`src/rtl/pgwalk_pkg.sv`:
```
`timescale 1ns/1ps
package pgwalk_pkg;
   typedef enum logic [2:0] {
      WS_IDLE,
      WS_DIR_REQ,
      WS_DIR_WAIT,
      WS_LEAF_REQ,
      WS_LEAF_WAIT
   } walk_state_t;

   typedef struct packed {
      logic wr;
      logic usr;
   } perm_t;
endpackage

```
`src/rtl/pgwalk_index_gen.sv`:
```
`timescale 1ns/1ps
module pgwalk_index_gen #(
   parameter int VA_W   = 32,
   parameter int PA_W   = 32,
   parameter int OFS_W  = 12,
   parameter int IDX_W  = 10,
   parameter int ENT_LG = 2
) (
   input  logic [VA_W-1:0]       vaddr,
   input  logic [PA_W-1:0]       dir_base,
   input  logic [PA_W-OFS_W-1:0] leaf_frame,
   input  logic                  sel_leaf,
   output logic [PA_W-1:0]       rd_addr
);
   localparam int FRAME_W = PA_W - OFS_W;
   localparam int PAD_W   = OFS_W - IDX_W - ENT_LG;

   if (PAD_W < 0) begin : g_bad_geom
      $error("pgwalk_index_gen: table level larger than one page");
   end

   logic [IDX_W-1:0]   idx_dir, idx_leaf, idx_sel;
   logic [FRAME_W-1:0] frame_sel;

   assign idx_dir   = vaddr[VA_W-1 -: IDX_W];
   assign idx_leaf  = vaddr[OFS_W+IDX_W-1 -: IDX_W];
   assign idx_sel   = sel_leaf ? idx_leaf : idx_dir;
   assign frame_sel = sel_leaf ? leaf_frame : dir_base[PA_W-1:OFS_W];

   if (PAD_W > 0) begin : g_padded
      assign rd_addr = {frame_sel, {PAD_W{1'b0}}, idx_sel, {ENT_LG{1'b0}}};
   end else begin : g_packed
      assign rd_addr = {frame_sel, idx_sel, {ENT_LG{1'b0}}};
   end
endmodule

```
`src/rtl/pgwalk_entry_decode.sv`:
```
`timescale 1ns/1ps
module pgwalk_entry_decode
   import pgwalk_pkg::*;
#(
   parameter int ENT_W   = 32,
   parameter int FRAME_W = 20,
   parameter int V_BIT   = 0,
   parameter int W_BIT   = 1,
   parameter int U_BIT   = 2
) (
   input  logic [ENT_W-1:0]   entry,
   output logic               present,
   output logic [FRAME_W-1:0] frame,
   output perm_t              perm
);
   if (FRAME_W > ENT_W - 3) begin : g_bad_entry
      $error("pgwalk_entry_decode: no room for flag bits");
   end
   if (V_BIT >= ENT_W - FRAME_W || W_BIT >= ENT_W - FRAME_W || U_BIT >= ENT_W - FRAME_W) begin : g_bad_flags
      $error("pgwalk_entry_decode: flag bit overlaps frame field");
   end

   assign present  = entry[V_BIT];
   assign frame    = entry[ENT_W-1 -: FRAME_W];
   assign perm.wr  = entry[W_BIT];
   assign perm.usr = entry[U_BIT];
endmodule

```
`src/rtl/pgwalk_perm_merge.sv`:
```
`timescale 1ns/1ps
module pgwalk_perm_merge
   import pgwalk_pkg::*;
#(
   parameter bit MERGE = 1'b1
) (
   input  perm_t dir_perm,
   input  perm_t leaf_perm,
   output perm_t eff_perm
);
   if (MERGE) begin : g_and_levels
      assign eff_perm.wr  = dir_perm.wr  & leaf_perm.wr;
      assign eff_perm.usr = dir_perm.usr & leaf_perm.usr;
   end else begin : g_leaf_only
      assign eff_perm = leaf_perm;
   end
endmodule

```
`src/rtl/pgwalk_two_level.sv`:
```
`timescale 1ns/1ps
module pgwalk_two_level
   import pgwalk_pkg::*;
#(
   parameter int VA_W        = 32,
   parameter int PA_W        = 32,
   parameter int OFS_W       = 12,
   parameter int ENT_W       = 32,
   parameter bit MERGE_PERMS = 1'b1
) (
   input  logic             clk,
   input  logic             rst_n,
   input  logic             miss_valid,
   input  logic [VA_W-1:0]  miss_vaddr,
   input  logic [PA_W-1:0]  table_base,
   output logic             busy,
   output logic             mem_req,
   output logic [PA_W-1:0]  mem_addr,
   input  logic             mem_rvalid,
   input  logic [ENT_W-1:0] mem_rdata,
   output logic             done,
   output logic             fault,
   output logic [PA_W-1:0]  out_paddr,
   output logic             out_wr,
   output logic             out_user,
   output logic [VA_W-1:0]  fault_vaddr
);
   localparam int ENT_LG  = $clog2(ENT_W / 8);
   localparam int IDX_W   = OFS_W - ENT_LG;
   localparam int FRAME_W = PA_W - OFS_W;

   if (ENT_W % 8 != 0 || (1 << ENT_LG) * 8 != ENT_W) begin : g_bad_ent
      $error("pgwalk_two_level: entry width must be a power-of-two byte count");
   end
   if (VA_W != 2 * IDX_W + OFS_W) begin : g_bad_va
      $error("pgwalk_two_level: two levels must exactly cover the virtual address");
   end

   walk_state_t         state;
   logic [VA_W-1:0]     va_q;
   logic [PA_W-1:0]     base_q;
   logic [FRAME_W-1:0]  dir_frame_q;
   perm_t               dir_perm_q;
   logic                done_q, fault_q;
   logic [PA_W-1:0]     paddr_q;
   perm_t               perm_q;
   logic [VA_W-1:0]     fvaddr_q;

   logic                ent_present;
   logic [FRAME_W-1:0]  ent_frame;
   perm_t               ent_perm;
   perm_t               merged_perm;

   pgwalk_index_gen #(
      .VA_W(VA_W), .PA_W(PA_W), .OFS_W(OFS_W), .IDX_W(IDX_W), .ENT_LG(ENT_LG)
   ) u_index (
      .vaddr      (va_q),
      .dir_base   (base_q),
      .leaf_frame (dir_frame_q),
      .sel_leaf   (state == WS_LEAF_REQ),
      .rd_addr    (mem_addr)
   );

   pgwalk_entry_decode #(
      .ENT_W(ENT_W), .FRAME_W(FRAME_W)
   ) u_decode (
      .entry   (mem_rdata),
      .present (ent_present),
      .frame   (ent_frame),
      .perm    (ent_perm)
   );

   pgwalk_perm_merge #(
      .MERGE(MERGE_PERMS)
   ) u_merge (
      .dir_perm  (dir_perm_q),
      .leaf_perm (ent_perm),
      .eff_perm  (merged_perm)
   );

   always_ff @(posedge clk) begin
      if (!rst_n) begin
         state       <= WS_IDLE;
         va_q        <= '0;
         base_q      <= '0;
         dir_frame_q <= '0;
         dir_perm_q  <= '0;
         done_q      <= 1'b0;
         fault_q     <= 1'b0;
         paddr_q     <= '0;
         perm_q      <= '0;
         fvaddr_q    <= '0;
      end else begin
         done_q  <= 1'b0;
         fault_q <= 1'b0;
         unique case (state)
            WS_IDLE: begin
               if (miss_valid) begin
                  va_q   <= miss_vaddr;
                  base_q <= table_base;
                  state  <= WS_DIR_REQ;
               end
            end
            WS_DIR_REQ: state <= WS_DIR_WAIT;
            WS_DIR_WAIT: begin
               if (mem_rvalid) begin
                  if (!ent_present) begin
                     done_q   <= 1'b1;
                     fault_q  <= 1'b1;
                     fvaddr_q <= va_q;
                     paddr_q  <= '0;
                     perm_q   <= '0;
                     state    <= WS_IDLE;
                  end else begin
                     dir_frame_q <= ent_frame;
                     dir_perm_q  <= ent_perm;
                     state       <= WS_LEAF_REQ;
                  end
               end
            end
            WS_LEAF_REQ: state <= WS_LEAF_WAIT;
            WS_LEAF_WAIT: begin
               if (mem_rvalid) begin
                  done_q <= 1'b1;
                  state  <= WS_IDLE;
                  if (!ent_present) begin
                     fault_q  <= 1'b1;
                     fvaddr_q <= va_q;
                     paddr_q  <= '0;
                     perm_q   <= '0;
                  end else begin
                     fvaddr_q <= '0;
                     paddr_q  <= {ent_frame, va_q[OFS_W-1:0]};
                     perm_q   <= merged_perm;
                  end
               end
            end
            default: state <= WS_IDLE;
         endcase
      end
   end

   assign busy        = (state != WS_IDLE);
   assign mem_req     = (state == WS_DIR_REQ) || (state == WS_LEAF_REQ);
   assign done        = done_q;
   assign fault       = fault_q;
   assign out_paddr   = paddr_q;
   assign out_wr      = perm_q.wr;
   assign out_user    = perm_q.usr;
   assign fault_vaddr = fvaddr_q;

   // Tracks a read that has been requested and not yet answered.
   logic rd_open;
   always_ff @(posedge clk) begin
      if (!rst_n)          rd_open <= 1'b0;
      else if (mem_req)    rd_open <= 1'b1;
      else if (mem_rvalid) rd_open <= 1'b0;
   end

   assert_req_pulse_R8: assert property (@(posedge clk) disable iff (!rst_n)
      mem_req |=> !mem_req);
   assert_single_outstanding_R8: assert property (@(posedge clk) disable iff (!rst_n)
      mem_req |-> !rd_open);
   assert_req_only_busy_R7: assert property (@(posedge clk) disable iff (!rst_n)
      mem_req |-> busy);
   assert_accept_R7: assert property (@(posedge clk) disable iff (!rst_n)
      (!busy && miss_valid) |=> busy);
   assert_done_idle_R7: assert property (@(posedge clk) disable iff (!rst_n)
      done |-> !busy);
   assert_done_pulse_R9: assert property (@(posedge clk) disable iff (!rst_n)
      done |=> !done);
   assert_fault_with_done_R4: assert property (@(posedge clk) disable iff (!rst_n)
      fault |-> done);
   assert_fault_zero_addr_R9: assert property (@(posedge clk) disable iff (!rst_n)
      fault |-> (out_paddr == '0 && !out_wr && !out_user));
endmodule

```
`config.mk`:
```
export PLATFORM = sky130hd
export DESIGN_NAME = pgwalk_two_level
export DESIGN_NICKNAME = d
export VERILOG_FILES = /design/src/rtl/pgwalk_pkg.sv /design/src/rtl/pgwalk_index_gen.sv /design/src/rtl/pgwalk_entry_decode.sv /design/src/rtl/pgwalk_perm_merge.sv /design/src/rtl/pgwalk_two_level.sv
export SDC_FILE = /design/constraint.sdc
export NUM_CORES = 1
export LEC_CHECK = 0
export BUFFER_PORTS_ARGS = -buffer_cell sky130_fd_sc_hd__buf_2
export CORE_ASPECT_RATIO = 0.6
export CORE_MARGIN = 1
export CORE_UTILIZATION = 40
export CTS_CLUSTER_SIZE = 8
export DETAILED_ROUTE_END_ITERATION = 7
export PLACE_DENSITY = 0.69
export SYNTH_ARGS = -nofsm -noshare
export SYNTH_HDL_FRONTEND = slang
export SYNTH_HIERARCHICAL = 1
export SYNTH_SLANG_ARGS = --single-unit
```
`constraint.sdc`:
```
create_clock -name clk -period 1.8 [get_ports clk]
set_input_delay 0.36 -clock clk [delete_from_list [all_inputs] [get_ports clk]]
set_output_delay 0.36 -clock clk [all_outputs]
set_load 0.02 [all_outputs]
```
==> run summary <==
Cells after Synth: 580
Data required, critical path: 1440 ps
Post-Syn Area: 0.00587 mm^2
Maxcap violations: 0
Core box area: 0.0140 mm^2
Slowest stage delay, CP: 320 ps
Initial antenna violation count: 1
Crit path launch: state[2]$_SDFFE_PN0P_
# DRC: 0
Final hold slack: 179 ps
Hold WC Path Type: input pin to flop
Max FO, Critical Path: 23
Tightest Pin Transition: 564 ps
Fin crit period: 2050 ps
Largest net degree at the start of global routing: 143
Critical path's slowest cell: dfxtp_2
Die height: 95.8 um
Final GP Congestion: 0.813
Status: finished with violations
Vias in the first global route: 4,433
Ports: 202
Final hold vios: 0
Worst skew pair latency: 400 ps
Routed len/inst: 16.0 um
LEAKAGE: 0.00315 uW
First-pass DRT Iterations: 5
Startpoint types: flop
CP endpoint kind: output pin
Starting Density: 41.9%
R2r startpoint: state[2]$_SDFFE_PN0P_
Cell Pwr Density: 1020 mW/mm^2
Die area: 0.0152 mm^2
Drt initial violations: 408
# port buffers: 178
Buffers plus inverters on the worst setup path: 2
Total CTS buffers: 17
Top cell family by delay on the critical path: buffers and inverters
Final period util: 114%
CTS clk-pin slew, worst paths: 60 ps
Max H-tree Level: 4
# Post-CTS Setup Buffers: 0
Grt ovf: 0
Final nets: 806
Max rail drop VDD: 512 uV
Via Count: 4,741
Final Setup Violations: 30
Share of cells above drive strength 1: 36.5%
Gr usage total: 19.2%
Slew Viols, Final: 0
Row cnt: 33
P&R area growth vs syn: 25.7%
Relative slew slack: 62.4%
Clock skew: 8.37 ps
Post-route ant nets: 0
Unrepaired setup endpoints after global routing: true
Num Clock Sinks: 145
Failing checks: setup timing
Vias/cell: 5.20
CTS tree: done
Critical-path cell list: and3b_2 -> buf_12 -> mux2_4 -> buf_2
Routed WL: 14.5 mm
First-pass GRT wire length: 22.5 mm
Die X-Extent: 158 um
Syn. warnings: 6
Final worst slack: -249 ps
Fillers: 1,256
Post-DP HPWL: 9.99 mm
Crit path DAT: 1690 ps
Final core utilization: 52.7%
Most frequent cells in the layout: buf_2, dfxtp_1, nand2_1, a32o_1, nand3_1
Hold_sp: table_base[20]
Root buffer cell: clkbuf_16
Avg Cell Area, Syn: 10.1 um^2
Crit Path Class: flop to output pin
CTS max path bufs: 2
Most common cell after layout, fill and taps aside: buf_2
Maximum clock frequency: 488 MHz
worst min-delay path, stage by stage:
cell and delay (ps):
buf_2 70, nand3_1 50, o21ai_0 60
timing repair:
item / CTS / global route
setup endpoints to repair: 30 / 31
hold buffers: 0 / 0
resized for setup: 18 / 21
layer usage:
metal  wire length (um)  vias to the layer above  GRT usage [%]
met5                  0                        -              0
met4                171                        0           5.53
met3               1020                       12           6.44
met2               6390                      167           29.2
met1               6950                     2262           25.8
li1                   -                     2300              -
cell type report:
cell class,instances,area [um^2],share of cell area (%)
flip-flops and latches,145,2900,39.4
multi-input cells,347,2450,33.2
well taps,192,240,3.26
clock inverters,12,109,1.48
clock buffers,19,443,6.00
diodes,1,2.50,0.0339
repair buffers,195,1230,16.7
worst paths after layout:
check	depth (start not counted)	slack (ps)	end
setup / recovery	4	-250	mem_addr[8]
hold / removal	3	180	base_q[20]$_SDFFE_PN0P_
setup reg to reg	5	150	fault_vaddr[5]$_SDFFE_PN0P_
hold reg to reg	2	450	base_q[20]$_SDFFE_PN0P_
report_power, final:
group / leakage, uW / switching, uW / internal (uW)
sequential: 0.00118 / 82.3 / 3330
combinational: 0.00172 / 446 / 354
clock: 0.000258 / 1360 / 1940
metrics by stage:
stage	worst slack [ps]	area (um^2)	total power (uW)	TNS [ps]	cells
global placement	168	6700	4200	0	879
floorplan	178	5870	4010	0	581
finish	-249	7380	7500	-6950	911
detailed placement	158	6700	4230	0	879
CTS	-279	7310	7560	-7710	910
global route	-314	7380	7840	-9050	911
registers in the layout, summed over array words and instances, names as in the netlist:
name         flops
state            3
fault            1
base_q          20
dir_perm_q       2
fault_vaddr     32
out_paddr       32
done             1
va_q            32
out_wr           1
dir_frame_q     20
out_user         1
Note: power is estimated with default switching activity, not from simulation.
